File: src/rtl/uart_mute_pkg.sv
package uart_mute_pkg;
  typedef enum logic {
    WAKE_IDLE = 1'b0,
    WAKE_ADDR = 1'b1
  } wake_e;

  localparam int unsigned BASE_W = 8;
  localparam int unsigned NARROW_W = 4;
endpackage

File: src/rtl/uart_addr_match.sv
module uart_addr_match #(
  parameter int unsigned DATA_W   = 9,
  parameter int unsigned ADDR_W   = DATA_W - 1,
  parameter int unsigned NARROW_W = 4
) (
  input  logic [DATA_W-1:0] data_i,
  input  logic              parity_en_i,
  input  logic              word_long_i,
  input  logic [ADDR_W-1:0] node_addr_i,
  input  logic              wide_i,
  output logic              is_addr_o,
  output logic              hit_o
);
  localparam int unsigned IDX_W = $clog2(DATA_W);

  logic [IDX_W-1:0]  flag_idx;
  logic [ADDR_W-1:0] mask;
  logic [ADDR_W-1:0] diff;

  // flag sits just below the parity bit of the selected word
  always_comb begin
    flag_idx = IDX_W'(DATA_W - 2);
    if (word_long_i) flag_idx = flag_idx + IDX_W'(1);
    if (parity_en_i) flag_idx = flag_idx - IDX_W'(1);
  end

  always_comb begin
    for (int i = 0; i < ADDR_W; i++) begin
      if (wide_i) mask[i] = (i < int'(flag_idx));
      else        mask[i] = (i < NARROW_W);
    end
  end

  assign diff      = (data_i[ADDR_W-1:0] ^ node_addr_i) & mask;
  assign hit_o     = (diff == '0);
  assign is_addr_o = data_i[flag_idx];
endmodule

File: src/rtl/uart_mute_ctrl.sv
module uart_mute_ctrl
  import uart_mute_pkg::*;
(
  input  logic  clk_i,
  input  logic  rst_ni,
  input  logic  rx_busy_i,
  input  logic  frame_done_i,
  input  logic  idle_det_i,
  input  wake_e wake_i,
  input  logic  mute_req_i,
  input  logic  is_addr_i,
  input  logic  hit_i,
  output logic  mute_o,
  output logic  rx_ready_o
);
  logic mute_q, mute_d;
  logic ready_q, deliver;
  logic addr_frame;
  logic req_ok;

  assign addr_frame = frame_done_i && (wake_i == WAKE_ADDR) && is_addr_i;
  assign req_ok     = mute_req_i && !rx_busy_i;

  always_comb begin
    if (addr_frame) deliver = hit_i;
    else            deliver = frame_done_i && !mute_q;
  end

  // priority: frame end, then software request, then idle wake
  always_comb begin
    mute_d = mute_q;
    if (frame_done_i) begin
      if (addr_frame) mute_d = !hit_i;
    end else if (req_ok) begin
      mute_d = 1'b1;
    end else if (idle_det_i && (wake_i == WAKE_IDLE)) begin
      mute_d = 1'b0;
    end
  end

  always_ff @(posedge clk_i or negedge rst_ni) begin
    if (!rst_ni) begin
      mute_q  <= 1'b0;
      ready_q <= 1'b0;
    end else begin
      mute_q  <= mute_d;
      ready_q <= deliver;
    end
  end

  assign mute_o     = mute_q;
  assign rx_ready_o = ready_q;

  p_req_sets_mute_r2: assert property (@(posedge clk_i) disable iff (!rst_ni)
    (mute_req_i && !rx_busy_i && !frame_done_i) |=> mute_o);

  p_busy_req_ignored_r3: assert property (@(posedge clk_i) disable iff (!rst_ni)
    (!mute_o && mute_req_i && rx_busy_i && !frame_done_i) |=> !mute_o);

  p_muted_no_ready_r4: assert property (@(posedge clk_i) disable iff (!rst_ni)
    (mute_o && frame_done_i && !(addr_frame && hit_i)) |=> !rx_ready_o);

  p_idle_wakes_r6: assert property (@(posedge clk_i) disable iff (!rst_ni)
    (mute_o && idle_det_i && wake_i == WAKE_IDLE && !frame_done_i && !mute_req_i)
    |=> !mute_o);

  p_idle_ignored_r7: assert property (@(posedge clk_i) disable iff (!rst_ni)
    (idle_det_i && wake_i == WAKE_ADDR && !frame_done_i && !mute_req_i)
    |=> $stable(mute_o));

  p_match_delivers_r11: assert property (@(posedge clk_i) disable iff (!rst_ni)
    (addr_frame && hit_i) |=> (rx_ready_o && !mute_o));

  p_miss_mutes_r12: assert property (@(posedge clk_i) disable iff (!rst_ni)
    (addr_frame && !hit_i) |=> (mute_o && !rx_ready_o));

  p_ready_needs_frame_r5: assert property (@(posedge clk_i) disable iff (!rst_ni)
    rx_ready_o |-> $past(frame_done_i));
endmodule

File: src/rtl/uart_mute_wake.sv
module uart_mute_wake
  import uart_mute_pkg::*;
#(
  parameter int unsigned DATA_W = BASE_W + 1,
  parameter int unsigned ADDR_W = DATA_W - 1
) (
  input  logic              clk_i,
  input  logic              rst_ni,
  input  logic              rx_busy_i,
  input  logic              frame_done_i,
  input  logic [DATA_W-1:0] rx_data_i,
  input  logic              parity_en_i,
  input  logic              word9_i,
  input  logic              idle_det_i,
  input  logic              wake_sel_i,
  input  logic [ADDR_W-1:0] node_addr_i,
  input  logic              addr_wide_i,
  input  logic              mute_req_i,
  output logic              mute_o,
  output logic              rx_ready_o
);
  logic is_addr, hit;

  uart_addr_match #(
    .DATA_W  (DATA_W),
    .ADDR_W  (ADDR_W),
    .NARROW_W(NARROW_W)
  ) u_match (
    .data_i     (rx_data_i),
    .parity_en_i(parity_en_i),
    .word_long_i(word9_i),
    .node_addr_i(node_addr_i),
    .wide_i     (addr_wide_i),
    .is_addr_o  (is_addr),
    .hit_o      (hit)
  );

  uart_mute_ctrl u_ctrl (
    .clk_i       (clk_i),
    .rst_ni      (rst_ni),
    .rx_busy_i   (rx_busy_i),
    .frame_done_i(frame_done_i),
    .idle_det_i  (idle_det_i),
    .wake_i      (wake_e'(wake_sel_i)),
    .mute_req_i  (mute_req_i),
    .is_addr_i   (is_addr),
    .hit_i       (hit),
    .mute_o      (mute_o),
    .rx_ready_o  (rx_ready_o)
  );
endmodule

File: config.mk
export PLATFORM = sky130hd
export DESIGN_NAME = uart_mute_wake
export DESIGN_NICKNAME = d
export VERILOG_FILES = /design/src/rtl/uart_mute_pkg.sv /design/src/rtl/uart_addr_match.sv /design/src/rtl/uart_mute_ctrl.sv /design/src/rtl/uart_mute_wake.sv
export SDC_FILE = /design/constraint.sdc
export NUM_CORES = 1
export LEC_CHECK = 0
export BUFFER_PORTS_ARGS = -buffer_cell sky130_fd_sc_hd__buf_2
export CAP_MARGIN = 20
export CORE_AREA = 2 2 39 41
export DETAILED_ROUTE_END_ITERATION = 16
export DIE_AREA = 0 0 41 43
export GPL_ROUTABILITY_DRIVEN = 0
export GPL_TIMING_DRIVEN = 0
export HOLD_SLACK_MARGIN = 0.08
export SYNTH_ARGS = -nofsm -noshare
export SYNTH_HDL_FRONTEND = slang
export SYNTH_SLANG_ARGS = --single-unit
File: constraint.sdc
create_clock -name clk_i -period 2.1 [get_ports clk_i]
set_input_delay 0.21 -clock clk_i [delete_from_list [all_inputs] [get_ports clk_i]]
set_output_delay 0.21 -clock clk_i [all_outputs]
set_load 0.1 [all_outputs]
# Word level (Yosys, flattened, before mapping)
# Cells that the tools add are included.
[totals]
out_inout_bits = 2
input_bits = 27
ff_bits = 2
[op_classes]
eq_ne = 1
addsub = 1
n_reduce_logical = 11
n_bitwise = 3
magnitude_cmp = 9
mux = 17
[ops]
columns = ["cell", "n"]
rows = [
  ["3-bit by 4-bit < comparator with 1-bit output, first input constant", 4],
  ["1-bit 2-to-1 mux", 14],
  ["8-bit AND", 1],
  ["8-bit zero test", 1],
  ["1-bit by 4-bit < comparator with 1-bit output, first input constant", 2],
  ["2-bit by 4-bit < comparator with 1-bit output, first input constant", 2],
  ["4-bit 2-to-1 mux", 2],
  ["8-bit bitwise XOR", 1],
  ["1-bit logical AND", 5],
  ["4-bit by 5-bit < comparator with 1-bit output, second input constant", 1],
  ["1-bit binary-select mux with 4-bit select", 1],
  ["4-bit by 1-bit subtractor with 4-bit output, second input constant", 1],
  ["1-bit zero test", 3],
  ["3-bit nonzero test", 1],
  ["2-bit by 1-bit != test with 1-bit output, second input constant", 1],
  ["2-bit AND reduction", 1],
  ["1-bit inverter", 1],
]

# Depth between registers and ports, before layout
[depth]
ltp_word = 10
mapped_depth = 6

# By module
# Synthesis repeated with hierarchy kept, for this count alone.
[unflattened]
cells_unflattened = 31
hier_area_um2 = 275.3
[by_module_without_submodules]
columns = ["mod", "cells_per_inst", "seq_area_each_um2", "area_per_inst_um2", "instances"]
rows = [
  ["uart_addr_match", 21, 0.0, 176.4, 1],
  ["uart_mute_ctrl", 10, 50.0, 98.8, 1],
]

# Worst setup path after synthesis
# No wires, ideal clock.
[synth_timing]
kind = "input -> register"
start = "input parity_en_i"
end = "register u_ctrl.mute_q, in the netlist u_ctrl.mute_o"
slack_ns = 0.704
setup_ns = 0.124
cell_stages = 6
arrival_ns = 1.272
path_cell_list = "inv_1 > ha_1 > nand2b_1 > a221o_1 > o311a_1 > a211o_1"
[synth_between]
elab_chain_cells = 8
[synth_rtl]
columns = ["element", "line", "rtl"]
rows = [
  ["start: declaration", "uart_mute_wake.sv:12", "input logic parity_en_i,"],
  ["4-bit 2-to-1 mux (*)", "uart_addr_match.sv:24", "if (parity_en_i) flag_idx = flag_idx - IDX_W'(1);"],
  ["1-bit by 4-bit < comparator with 1-bit output (tied with other cells)", "uart_addr_match.sv:29", "if (wide_i) mask[i] = (i < int'(flag_idx));"],
  ["1-bit 2-to-1 mux", "uart_addr_match.sv:29", ""],
  ["8-bit AND", "uart_addr_match.sv:34", "assign diff = (data_i[ADDR_W-1:0] ^ node_addr_i) & mask;"],
  ["8-bit zero test", "uart_addr_match.sv:35", "assign hit_o = (diff == '0);"],
  ["1-bit zero test", "uart_mute_ctrl.sv:33", "if (addr_frame) mute_d = !hit_i;"],
  ["1-bit 2-to-1 mux", "uart_mute_ctrl.sv:33", ""],
  ["1-bit 2-to-1 mux", "uart_mute_ctrl.sv:32", "if (frame_done_i) begin"],
  ["end signal: assignment", "uart_mute_ctrl.sv:46", "mute_q <= mute_d;"],
  ["end: declaration", "uart_mute_ctrl.sv:16", "logic mute_q, mute_d;"],
]
# Every way passes the cells marked *; elsewhere a longest branch is shown, timed or not. The select of a mux whose other input is x is not followed.
# A chain may end at the register's enable or synchronous reset.

# Worst setup path in the final report
# Same ends and word-level chain as after synthesis.

==> impl_metrics.csv <==
group,metric,value,unit
sta,relSlewSlack,68.0,%
finish,nNetsFinal,96,
sta,clock.fmax,730,MHz
finish,num_antenna_cells,0,
power_and_ir_drop,switchingPower,104,uW
global_routing,grtUsageMet1,8.97,%
global_routing,antenna_found_initial,0,
routing,dr.pass1.iters,4,
floorplan,rows,14,
setup_path,reg2reg_depth,2,
sta,tightest_slew,0.483,ns
setup_path,arrival,1.46,ns
setup_path,r2r-end,"u_ctrl.mute_o$_DFFE_PN0P_",
clock_tree,cts.htree.levels,1,
power_and_ir_drop,cell_internal_pwr,156,uW
setup_path,endpoint,"u_ctrl.mute_o$_DFFE_PN0P_",
synthesis,seq_area_frac_synth,17.6,%
floorplan,dieWidth,41,um
routing,viasPerCell,4.31,
power_and_ir_drop,seq_power_share,18.7,%
routing,wl_per_cell,9.00,um
global_routing,grt_first_pass_wirelength,1.06,mm
sta,report.final.slew_viol_count,0,
clock_tree,cts_tree,"yes",
setup_path,crit_fanout,6,
sta,hold_ws,0.288,ns
place,placed_cells,76,
global_routing,busiest_layer,"met2",
global_routing,grtUsageMet2,15.0,%
sta,setup_viol,0,
setup_path,cp-start-kind,"primary input",
floorplan,io_pins,29,
synthesis,ys.warnings.count,0,
routing,vias,345,
synthesis,syn_avg_cell_area,8.88,um^2
setup_path,reg2reg_slack,1.27,ns
clock_tree,cts_buffers,3,
global_routing,grt_max_degree,7,
synthesis,syn_nets,62,
power_and_ir_drop,comb_power_share,49.8,%
sta,setup-tns-final,0,ns
place,dpl.hpwl,649,um
finish,syn_to_final_growth,67.8,%
min_path,holdCritStartpoint,"frame_done_i",
floorplan,die_area,1760,um^2
floorplan,die_y,43,um
sta,finalCriticalPeriod,1.37,ns
synthesis,ys_ff_latch,2,
routing,wl,720,um
global_routing,use_met3,2.62,%
power_and_ir_drop,clkPwrFrac,31.5,%
finish,stdcell_count,80,
routing,drt-initial-drc-count,7,
power_and_ir_drop,power,260,uW
clock_tree,ctsResizeCount,0,
power_and_ir_drop,irDropWorstVdd,220,uV
synthesis,synth_cells,32,
floorplan,initial_core_util,20.5,%
sta,finalCritPeriodShare,65.3,%
sta,finalWorstSetupSlack,0.730,ns
setup_path,worstSetupStartpoint,"parity_en_i",
routing,drc,0,
clock_tree,path_clk_slew,0.03,ns
run_status,status,"finished, final reports clean",
finish,drive_gt1_share,48.4,%
min_path,hold_path.class,"in -> reg",
power_and_ir_drop,cellLeakagePower,0.258,nW
power_and_ir_drop,p_per_area,545,nW/um^2
global_routing,grt_overflow_total,0,
clock_tree,cts_sinks,2,
power_and_ir_drop,netSwitchingFraction,40.0,%
setup_path,r2r-start,"u_ctrl.mute_o$_DFFE_PN0P_",
clock_tree,clock_path_buffers,2,
setup_path,critPathCaptureType,"flip-flop",
clock_tree,clk_latency,0.22,ns
setup_path,path_class,"in -> reg",
sta,hold_violations,0,
global_routing,grt_pass1_vias,303,
global_routing,track_usage,8.43,%
clock_tree,cts_setup_buffers,0,
place,dp_slack,0.511,ns
run,cap_violations,0,
place,portBuffers,28,
floorplan,core-area,1380,um^2
clock_tree,clockRootBuffer,"clkbuf_4",
clock_tree,ctsHoldBuffers,1,
sta,fin_skew,0.00631,ns
synthesis,synth_cell_type_count,18,
routing,drtAntennaViolNets,0,
synthesis,synth_area,284,um^2
sta,rsz0062_at_grt,"false",
setup_path,required,2.19,ns
-- sequential cells by signal (all words and copies together), names as in the netlist --
register           cells
u_ctrl.rx_ready_o      1
u_ctrl.mute_o          1
-- cell usage after synthesis, drive strengths merged --
library cell  count  area (um^2)
o311ai            1         8.76
o311a             2         20.0
o211ai            1         7.51
nand2b            1         6.26
a221oi            1         8.76
o22ai             1         6.26
ha                3         37.5
xnor2             3         26.3
a211o             1         8.76
a211oi            1         7.51
nand2             2         7.51
dfrtp             2         50.1
o21ai             1         5.00
inv               4         15.0
nor3b             1         7.51
a221o             1         10.0
nand3b            1         7.51
xor2              5         43.8
-- cell usage in the layout, fill, tap and decap left out --
cell type,count
o21ai_0,1
dfrtp_1,2
o311ai_1,1
xor2_1,5
clkbuf_4,3
inv_1,4
dlygate4sd3_1,1
xnor2_1,3
nor3b_1,1
a211oi_1,1
o211ai_1,1
a211o_1,1
nand3b_1,1
a221oi_1,1
a221o_1,1
nand2_1,2
ha_1,3
nand2b_1,1
buf_2,28
o311a_1,2
o22ai_1,1
-- cell families (layout without fill, tap and decap cells) --
logic type | count (synthesis) | count (layout) | synth area share [%]
compound gates | 10 | 10 | 29.1
xor+xnor | 8 | 8 | 24.7
simple gates | 5 | 5 | 10.1
buf+inv | 4 | 36 | 5.28
fa+ha+maj | 3 | 3 | 13.2
flops | 2 | 2 | 17.6
-- worst min path at each step --
stage,cells after the start,slack [ns],endpoint
finish,3,0.29,u_ctrl.rx_ready_o$_DFF_PN0_
global route,3,0.31,u_ctrl.rx_ready_o$_DFF_PN0_
CTS,3,0.28,u_ctrl.rx_ready_o$_DFF_PN0_
detailed placement,1,-0.003,u_ctrl.mute_o$_DFFE_PN0P_
global placement,1,-0.006,u_ctrl.rx_ready_o$_DFF_PN0_
floorplan,0,-0.09,u_ctrl.mute_o$_DFFE_PN0P_
-- power groups by stage --
stage	combinational (mW)	clock (mW)	sequential, mW
floorplan	0.0382	0	0.0973
global placement	0.128	0	0.0487
detailed placement	0.129	0	0.0487
CTS	0.131	0.0858	0.0488
global route	0.138	0.0891	0.0498
finish	0.130	0.0817	0.0486
-- worst max-delay path, cell delays in order --
cell	delay, ns
buf_2	0.09
inv_1	0.05
ha_1	0.26
nand2b_1	0.18
a221o_1	0.33
o311a_1	0.12
a211o_1	0.22
-- metrics by stage --
stage	cell area (um^2)	util, %
6_report	477	34.4
5_1_grt	477	34.4
4_1_cts	477	34.4
3_5_place_dp	444	32.1
3_3_place_gp	444	32.1
2_1_floorplan	284	-
-- area by class of cell --
type                    count  area [um^2]
clock buffers               3         22.5
fillers                   150          907
inverters                   4         15.0
multi-input cells          26          219
flip-flops and latches      2         50.0
well taps                  16         20.0
repair buffers             29          150
-- layer usage --
layer	wire, um	vias up	share of wire (%)
met5	0	-	0
met4	0	0	0
met3	99	0	14
met2	332	20	46
met1	287	141	40
li1	-	184	-
(Power assumes the default switching activity.)
